<file path="config.mk">
export PLATFORM = sky130hd
export DESIGN_NAME = ubo_const_copier
export DESIGN_NICKNAME = d
export VERILOG_FILES = /design/src/rtl/ccp_pkg.sv /design/src/rtl/ccp_datapath.sv /design/src/rtl/ccp_ctrl.sv /design/src/rtl/ubo_const_copier.sv
export SDC_FILE = /design/constraint.sdc
export NUM_CORES = 1
export LEC_CHECK = 0
export BUFFER_PORTS_ARGS = -buffer_cell sky130_fd_sc_hd__buf_2
export CORE_AREA = 2 2 187 189
export CTS_BUF_LIST = sky130_fd_sc_hd__clkbuf_16
export DETAILED_ROUTE_END_ITERATION = 8
export DIE_AREA = 0 0 189 191
export GPL_TIMING_DRIVEN = 0
export PLACE_DENSITY_LB_ADDON = 0.08
export RECOVER_POWER = 50
export SLEW_MARGIN = 30
export SYNTH_ARGS = -nofsm -noshare
export SYNTH_HDL_FRONTEND = slang
export SYNTH_SLANG_ARGS = --single-unit
</file>
<file path="constraint.sdc">
create_clock -name clk -period 3.2 [get_ports clk]
set_input_delay 0.32 -clock clk [delete_from_list [all_inputs] [get_ports clk]]
set_output_delay 0.32 -clock clk [all_outputs]
set_load 0.01 [all_outputs]
</file>
<file path="src/rtl/ccp_pkg.sv">
package ccp_pkg;
  localparam int CLS_LO = 14;
  localparam int CLS_HI = 19;
  localparam logic [5:0] CLS_PAT = 6'b011110;
  localparam int VAR_LO = 52;
  localparam int VAR_HI = 53;
  localparam logic [1:0] VAR_BULK = 2'b11;
  localparam logic [1:0] VAR_PLAIN = 2'b10;
  localparam int CNT_LO = 32;
  localparam int VEC_W = 128;

  typedef enum logic [1:0] {ST_IDLE, ST_REQ, ST_WAIT} ccpState_e;

  typedef struct packed {
    logic load;
    logic advance;
  } ccpStrobe_t;
endpackage

</file>
<file path="src/rtl/ccp_datapath.sv">
module ccp_datapath
  import ccp_pkg::*;
#(
  parameter int CF_AW = 12,
  parameter int CNT_W = 8,
  parameter int DATA_W = 32
) (
  input  logic              clk,
  input  logic              rstN,
  input  ccpStrobe_t        stb,
  input  logic [63:0]       instWord,
  input  logic [CF_AW-1:0]  baseAddr,
  input  logic [DATA_W-1:0] srcIdx,
  input  logic [DATA_W-1:0] srcOff,
  output logic              isClass,
  output logic              isBulk,
  output logic              isPlain,
  output logic              alignOk,
  output logic              lastVec,
  output logic [DATA_W-1:0] memReqIdx,
  output logic [DATA_W-1:0] memReqOff,
  output logic [CF_AW-1:0]  cfWrAddr
);
  localparam int VEC_BYTES_LG = $clog2(VEC_W / 8);
  localparam int ALIGN_BYTES_LG = VEC_BYTES_LG + 2;
  localparam int COMP_LG = 2;
  localparam int ALIGN_COMP_LG = COMP_LG + 2;

  logic [CF_AW-1:0]  baseR;
  logic [DATA_W-1:0] offR;
  logic [DATA_W-1:0] idxR;
  logic [CNT_W-1:0]  cntR;
  logic [CNT_W-1:0]  vecR;
  logic              unusedInst;

  assign unusedInst = ^{instWord[63:VAR_HI+1], instWord[VAR_LO-1:CNT_LO+CNT_W],
                        instWord[CNT_LO-1:CLS_HI+1], instWord[CLS_LO-1:0]};

  assign isClass = instWord[CLS_HI:CLS_LO] == CLS_PAT;
  assign isBulk  = instWord[VAR_HI:VAR_LO] == VAR_BULK;
  assign isPlain = instWord[VAR_HI:VAR_LO] == VAR_PLAIN;
  assign alignOk = (srcOff[ALIGN_BYTES_LG-1:0] == '0) && (baseAddr[ALIGN_COMP_LG-1:0] == '0);

  always_ff @(posedge clk) begin
    if (!rstN) begin
      baseR <= '0;
      offR  <= '0;
      idxR  <= '0;
      cntR  <= '0;
      vecR  <= '0;
    end else if (stb.load) begin
      baseR <= baseAddr;
      offR  <= srcOff;
      idxR  <= srcIdx;
      cntR  <= instWord[CNT_LO +: CNT_W];
      vecR  <= '0;
    end else if (stb.advance) begin
      vecR <= vecR + 1'b1;
    end
  end

  assign lastVec   = vecR == cntR;
  assign memReqIdx = idxR;
  assign memReqOff = offR + (DATA_W'(vecR) << VEC_BYTES_LG);
  assign cfWrAddr  = baseR + (CF_AW'(vecR) << COMP_LG);

  // destination steps by one vector of components
  p_wr_addr_step_r5: assert property (@(posedge clk) disable iff (!rstN)
    stb.advance |=> cfWrAddr == $past(cfWrAddr) + CF_AW'(4));
  // source offset steps by one vector of bytes
  p_req_off_step_r4: assert property (@(posedge clk) disable iff (!rstN)
    stb.advance |=> memReqOff == $past(memReqOff) + DATA_W'(16));
endmodule

</file>
<file path="src/rtl/ccp_ctrl.sv">
module ccp_ctrl
  import ccp_pkg::*;
(
  input  logic       clk,
  input  logic       rstN,
  input  logic       instValid,
  input  logic [1:0] srcHalf,
  input  logic       isClass,
  input  logic       isBulk,
  input  logic       isPlain,
  input  logic       alignOk,
  input  logic       lastVec,
  input  logic       memRspValid,
  output ccpStrobe_t stb,
  output logic       memReqValid,
  output logic       cfWrEn,
  output logic       busy,
  output logic       done,
  output logic       alignErr,
  output logic       illegal,
  output logic       plainLoad
);
  ccpState_e state, stateNxt;
  logic accept, anyHalf, startBulk, rspHit;

  assign anyHalf   = |srcHalf;
  assign accept    = instValid && (state == ST_IDLE) && isClass;
  assign startBulk = accept && isBulk && !anyHalf && alignOk;
  assign rspHit    = (state == ST_WAIT) && memRspValid;

  always_comb begin
    stateNxt = state;
    case (state)
      ST_IDLE: if (startBulk) stateNxt = ST_REQ;
      ST_REQ:  stateNxt = ST_WAIT;
      ST_WAIT: if (memRspValid) stateNxt = lastVec ? ST_IDLE : ST_REQ;
      default: stateNxt = ST_IDLE;
    endcase
  end

  always_ff @(posedge clk) begin
    if (!rstN) begin
      state     <= ST_IDLE;
      done      <= 1'b0;
      alignErr  <= 1'b0;
      illegal   <= 1'b0;
      plainLoad <= 1'b0;
    end else begin
      state     <= stateNxt;
      done      <= rspHit && lastVec;
      alignErr  <= accept && isBulk && !anyHalf && !alignOk;
      illegal   <= accept && (anyHalf || !(isBulk || isPlain));
      plainLoad <= accept && isPlain && !anyHalf;
    end
  end

  assign stb.load    = startBulk;
  assign stb.advance = rspHit && !lastVec;
  assign memReqValid = state == ST_REQ;
  assign cfWrEn      = rspHit;
  assign busy        = state != ST_IDLE;

  p_one_outstanding_r4: assert property (@(posedge clk) disable iff (!rstN)
    memReqValid |=> !memReqValid);
  p_write_while_busy_r5: assert property (@(posedge clk) disable iff (!rstN)
    cfWrEn |-> busy);
  p_done_after_write_r8: assert property (@(posedge clk) disable iff (!rstN)
    done |-> ($past(cfWrEn) && !busy));
  p_results_exclusive_r2: assert property (@(posedge clk) disable iff (!rstN)
    $onehot0({done, alignErr, illegal, plainLoad}));
  p_refused_idle_r6: assert property (@(posedge clk) disable iff (!rstN)
    (alignErr || illegal) |-> !busy);
endmodule

</file>
<file path="src/rtl/ubo_const_copier.sv">
module ubo_const_copier
  import ccp_pkg::*;
#(
  parameter int CF_AW = 12
) (
  input  logic             clk,
  input  logic             rstN,
  input  logic             instValid,
  input  logic [63:0]      instWord,
  input  logic [CF_AW-1:0] baseAddr,
  input  logic [31:0]      srcIdx,
  input  logic [31:0]      srcOff,
  input  logic [1:0]       srcHalf,
  output logic             memReqValid,
  output logic [31:0]      memReqIdx,
  output logic [31:0]      memReqOff,
  input  logic             memRspValid,
  input  logic [127:0]     memRspData,
  output logic             cfWrEn,
  output logic [CF_AW-1:0] cfWrAddr,
  output logic [127:0]     cfWrData,
  output logic             busy,
  output logic             done,
  output logic             alignErr,
  output logic             illegal,
  output logic             plainLoad
);
  ccpStrobe_t stb;
  logic isClass, isBulk, isPlain, alignOk, lastVec;

  ccp_ctrl u_ctrl (
    .clk(clk), .rstN(rstN), .instValid(instValid), .srcHalf(srcHalf),
    .isClass(isClass), .isBulk(isBulk), .isPlain(isPlain), .alignOk(alignOk),
    .lastVec(lastVec), .memRspValid(memRspValid), .stb(stb),
    .memReqValid(memReqValid), .cfWrEn(cfWrEn), .busy(busy), .done(done),
    .alignErr(alignErr), .illegal(illegal), .plainLoad(plainLoad)
  );

  ccp_datapath #(.CF_AW(CF_AW), .CNT_W(8), .DATA_W(32)) u_dp (
    .clk(clk), .rstN(rstN), .stb(stb), .instWord(instWord), .baseAddr(baseAddr),
    .srcIdx(srcIdx), .srcOff(srcOff), .isClass(isClass), .isBulk(isBulk),
    .isPlain(isPlain), .alignOk(alignOk), .lastVec(lastVec),
    .memReqIdx(memReqIdx), .memReqOff(memReqOff), .cfWrAddr(cfWrAddr)
  );

  assign cfWrData = memRspData;
endmodule

</file>
# --- Word-level counts from Yosys, hierarchy flattened ---
# Cells that the tools add are included.
op_classes:
  n_eq_ne: 8
  add_sub_neg: 3
  bitwise_logic: 1
  mux: 4
  n_reduce_logical: 26
op_table:
  columns: ["cell", "count"]
  rows:
  - ["32-bit by 12-bit adder with 32-bit output", 1]
  - ["1-bit logical AND", 13]
  - ["12-bit by 10-bit adder with 12-bit output", 1]
  - ["8-bit by 1-bit adder with 8-bit output, second input constant", 1]
  - ["8-bit equality test", 1]
  - ["2-bit equality test, second input constant", 3]
  - ["6-bit by 5-bit equality test with 1-bit output, second input constant", 1]
  - ["6-bit zero test", 1]
  - ["2-bit case mux with 3 select lines", 1]
  - ["1-bit zero test", 4]
  - ["4-bit zero test", 1]
  - ["2-bit 2-to-1 mux", 2]
  - ["2-bit OR reduction", 2]
  - ["2-bit by 1-bit equality test with 1-bit output, second input constant", 1]
  - ["2-bit zero test", 1]
  - ["1-bit logical OR", 2]
  - ["2-bit by 1-bit != test with 1-bit output, second input constant", 1]
  - ["2-bit != test, second input constant", 1]
  - ["2-bit AND reduction", 1]
  - ["2-bit nonzero test", 1]
  - ["1-bit 2-to-1 mux", 1]
  - ["1-bit NOT", 1]
totals:
  in_bits: 274
  regBits: 98
  out_inout_bits: 211
  word_cells: 52

# --- Logic depth before layout (Yosys ltp) ---
logic_depth:
  ltp_word: 8
  mapped_depth: 8
  depth_no_buf: 8

# --- Hierarchy ---
# Synthesis repeated with hierarchy kept, for this count alone.
hier_totals:
  cells_unflattened: 640
  area_unflattened_um2: 6018.3
by_module_without_submodules:
  columns: ["mod", "seq_area_each_um2", "cells_per_inst", "instances", "area_per_inst_um2"]
  rows:
  - ["ccp_datapath", 1841.8, 482, 1, 4777.1]
  - ["ubo_const_copier", 0.0, 128, 1, 960.9]
  - ["ccp_ctrl", 120.1, 30, 1, 280.3]

# --- Least setup slack after synthesis ---
# No wires, ideal clock.
synth_path:
  kind: "flip-flop to output port"
  start: "register u_dp.vecR[0]"
  end: "output port memReqOff[20]"
  t_required_ns: 2.880
  path_buffers: 0
  stages_incl_launch_ff: 9
  setup_slack_ns: 0.690
  arrival_ns: 2.190
  path_cell_list: "dfxtp_1 -> ha_1 -> inv_1 -> fa_1 -> nor2b_1 -> o31a_1 -> o21ai_1 -> nor4b_1 -> xor2_1"
synth_via:
  elab_chain_len: 1
synth_rtl:
  columns: ["element", "line", "text"]
  rows:
  - ["start, declared", "ccp_datapath.sv:33", "logic [CNT_W-1:0] vecR;"]
  - ["start signal, assigned", "ccp_datapath.sv:58", "vecR <= vecR + 1'b1;"]
  - ["32-bit by 12-bit adder with 32-bit output", "ccp_datapath.sv:64", "assign memReqOff = offR + (DATA_W'(vecR) << VEC_BYTES_LG);"]
  - ["end, declared", "ubo_const_copier.sv:16", "output logic [31:0] memReqOff,"]
# No other way between the ends.

# --- Final worst setup path ---
# Ends and elaborated chain as after synthesis.

==> impl_metrics.toml <==
[run_status]
outcome = "completed"

[grt]
busiest_layer = "met2"
grt_pass1_vias = 5165
track_usage_pct = 10.9
grt_max_degree = 20
antenna_found_initial = 1
gr-total-overflow = 0
grtUsageMet2_pct = 18.7
grt_pass1_wl_um = 30200
grtUsageMet1_pct = 13.5
use_met3_pct = 3.25

[worst_setup_path]
cp.arrival_ns = 2.67
crit_fanout = 10
path_class = "reg -> out"
start_kind = "register"
critical_path.cell_chain = "ha_1, inv_1, fa_1, nor2b_1, o31a_1, o21ai_4, nor4b_2, xor2_1, buf_2"
cp.required_ns = 2.88
timing.rr.start = "u_ctrl.state[1]"
rrSetupSlack_ns = 0.50
r2r-end = "u_dp.offR[6]"
critical_path_depth = 9
cpPeakStageDelay_ns = 0.42
crit_family = "adder cells"
r2r_cells = 7
critPathBufInv = 2
end_kind = "primary output"
cp_slowest_cell = "dfxtp_4"

[finish]
seqCellArea_um2 = 1970
area_delta_synth_final_pct = 40.2
multiInputGateArea_um2 = 2490
nets = 1325
fillers = 3931
drive_gt1_share_pct = 31.5
final_cell_area_um2 = 7860

[yosys]
synth_top_cell_by_area = "dfxtp_1"
synth_common_cells = "nand2_1 (166), buf_4 (137), dfxtp_1 (98)"
synth_xor_xnor_area_share_pct = 6.40
synth_seq_area_share_pct = 35.0
synthCells = 713
ys_warn_count = 0
synthSimpleGateAreaFrac_pct = 21.0
synthAdderAreaFrac_pct = 4.51
synth_top_family_by_area = "buffers and inverters"
synth-edff-count = 0
syn-num-nets = 1006
ys_seq_elements = 98
synth_top_area_share_pct = 35.0
netlist_area_um2 = 5610
async_flop_share_pct = 0
yosysUniqueCellTypes = 45
yosysMostFrequentCell = "nand2_1"
yosys_most_used_dff = "dfxtp_1"
avgSynthCellArea_um2 = 7.86
ys_top_cells_by_area = "dfxtp_1 (35%), buf_4 (18%), nand2_1 (11%)"
synthMuxAreaShare_pct = 0.536
synth-compound-area-share_pct = 11.3

[hold_path]
min_path_type = "in -> reg"
hold_depth = 3
min_to = "u_dp.baseR[11]"
min_from = "baseAddr[11]"

[clock_tree]
cts_root_buf = "clkbuf_16"
max-clock-path-buffers = 2
cts_max_level = 3
clock_latency_ns = 0.36
cts.hold.buffers_added = 0
cts_tree = "done"
cts_buffers = 9
clk_pin_slew_ns = 0.09
clkSinkCount = 98

[sta]
timing.final.max_slew_violations = 0
tightest_slew_ns = 0.678
finalWorstSetupSlack_ns = 0.215
hold_ws_ns = 0.188
rsz0062_at_grt = "no"
tns_ns = 0
hold_viol_final = 0
finalCritPeriodShare_pct = 93.3
setup_viol = 0
fin_skew_ns = 0.0188
fmax_mhz = 335
relSlewSlack_pct = 54.6
period_needed_ns = 2.99

[place]
hpwl_um = 16100
pre_cts_slack_ns = 0.00145
placed_cell_area_um2 = 7720
port_buffers = 308
finalWeightedCongestion = 0.710

[floorplanning]
coreArea_um2 = 34100
fp.dieH_um = 191
initial_utilization_pct = 16.4
die_w_um = 189
dieArea_um2 = 36100
rows = 68
io_pins = 485

[route]
wirelength_um = 20900
drc = 0
ant_nets = 0
via_per_inst = 3.78
vias = 5640
wl_per_cell_um = 14.0
drtPass1Iterations = 4
dr.first_iter.drc_count = 127

[power_and_ir_drop]
powerDensity_nw_per_um2 = 340
p_switching_w = 0.000725
pwr-share-clk_pct = 42.8
vdd_drop_max_uv = 190
power_frac_comb_pct = 11.7
leakage_nw = 3.43
power.share.switching_pct = 27.1
p_int_w = 0.00195
power_frac_seq_pct = 45.5

[job]
maxCapViolations = 0
## flip-flops by register name, indices dropped and copies added, names as in the netlist
name              cells
u_dp.memReqIdx       32
u_ctrl.plainLoad      1
u_ctrl.done           1
u_ctrl.state          2
u_dp.cntR             8
u_dp.baseR           12
u_ctrl.alignErr       1
u_dp.offR            32
u_ctrl.illegal        1
u_dp.vecR             8
## power by group through the flow
stage	sequential [W]	combinational (W)	clock [W]
CTS	0.00122	0.000340	0.00121
global placement	0.00125	0.000338	0
finish	0.00122	0.000313	0.00114
global route	0.00122	0.000342	0.00125
detailed placement	0.00125	0.000339	0
floorplan	0.00125	0.000185	0
## worst max path at each step
stage | end | slack (ns) | from
5_1_grt | memReqOff[31] | 0.04 | u_dp.vecR[3]
6_report | memReqOff[20] | 0.21 | u_dp.vecR[0]
3_5_place_dp | memReqOff[20] | 0.001 | u_dp.vecR[0]
2_1_floorplan | memReqOff[20] | 0.69 | u_dp.vecR[0]
3_3_place_gp | memReqOff[20] | -0.009 | u_dp.vecR[0]
4_1_cts | memReqOff[20] | 0.03 | u_dp.vecR[0]
## what timing repair did
| item | 4_1_cts | 5_1_grt |
|---|---|---|
| buffers inserted | 0 | 0 |
| gates resized for setup | 7 | 2 |
| gates cloned | 0 | 0 |
| setup endpoints to repair | 18 | 9 |
## worst reg2reg max path, cell delays in order (launching register included)
cell and delay, ns:
dfxtp_1 0.42, nor4b_1 0.46, nand3_1 0.19, nor4_1 0.57
buf_2 0.42, buf_2 0.33, nand2_1 0.10, a21oi_1 0.14
## layout make-up
| cell class | count | share of cell area, % |
|---|---|---|
| Sequential cell | 98 | 25.0 |
| Multi-Input combinational cell | 442 | 31.7 |
| Tap cell | 455 | 7.24 |
| Buffer | 162 | 14.6 |
| Inverter | 11 | 0.525 |
| Timing Repair Buffer | 308 | 17.2 |
| Clock buffer | 9 | 2.86 |
| Clock inverter | 7 | 0.891 |
| Antenna cell | 1 | 0.0318 |
## per-layer routing
metal  vias to the layer above  part of all wire, %
met5                         -                0.062
met4                         2                 0.80
met3                        11                  8.3
met2                       236                   47
met1                      2516                   43
li1                       2875                    -
## layout by cell type, fill, tap and decap left out, types with 2 or more instances in the layout
cell type  instances
a211oi_1           2
a21oi_1           83
and3_1            11
buf_2            162
buf_4            137
buf_6              2
clkbuf_1         169
clkbuf_16          9
dfxtp_1           96
fa_1               2
ha_1              17
inv_1             10
inv_6              2
inv_8              2
mux2i_1            3
nand2_1          166
nand2b_1           2
nand3_1           11
nand4_1            8
nor2_1            27
nor2b_1            5
nor3_1             5
nor3b_1            2
nor4_1            12
nor4b_1            2
o211ai_1           3
o21a_1             5
o21ai_0            6
o21bai_1           2
o31ai_1            2
or3_1              4
or4_1              4
xnor2_1           20
xor2_1            21
## kinds of logic after synthesis
kind of cell | count (synthesis)
buffers and inverters | 173
flip-flops | 98
XOR/XNOR | 41
AND/OR/NAND/NOR | 266
adder cells (fa/ha/maj) | 19
multiplexers | 3
AO/OA/AOI/OAI | 113
## metrics by stage
stage,std cells,power (W),utilization (%)
after floorplan,713,0.00143,-
after CTS,1492,0.00277,23.6
final,1493,0.00267,23.0
after detailed placement,1476,0.00159,22.6
after global placement,1476,0.00158,22.6
after global routing,1492,0.00281,23.0
(Power assumes the default switching activity.)
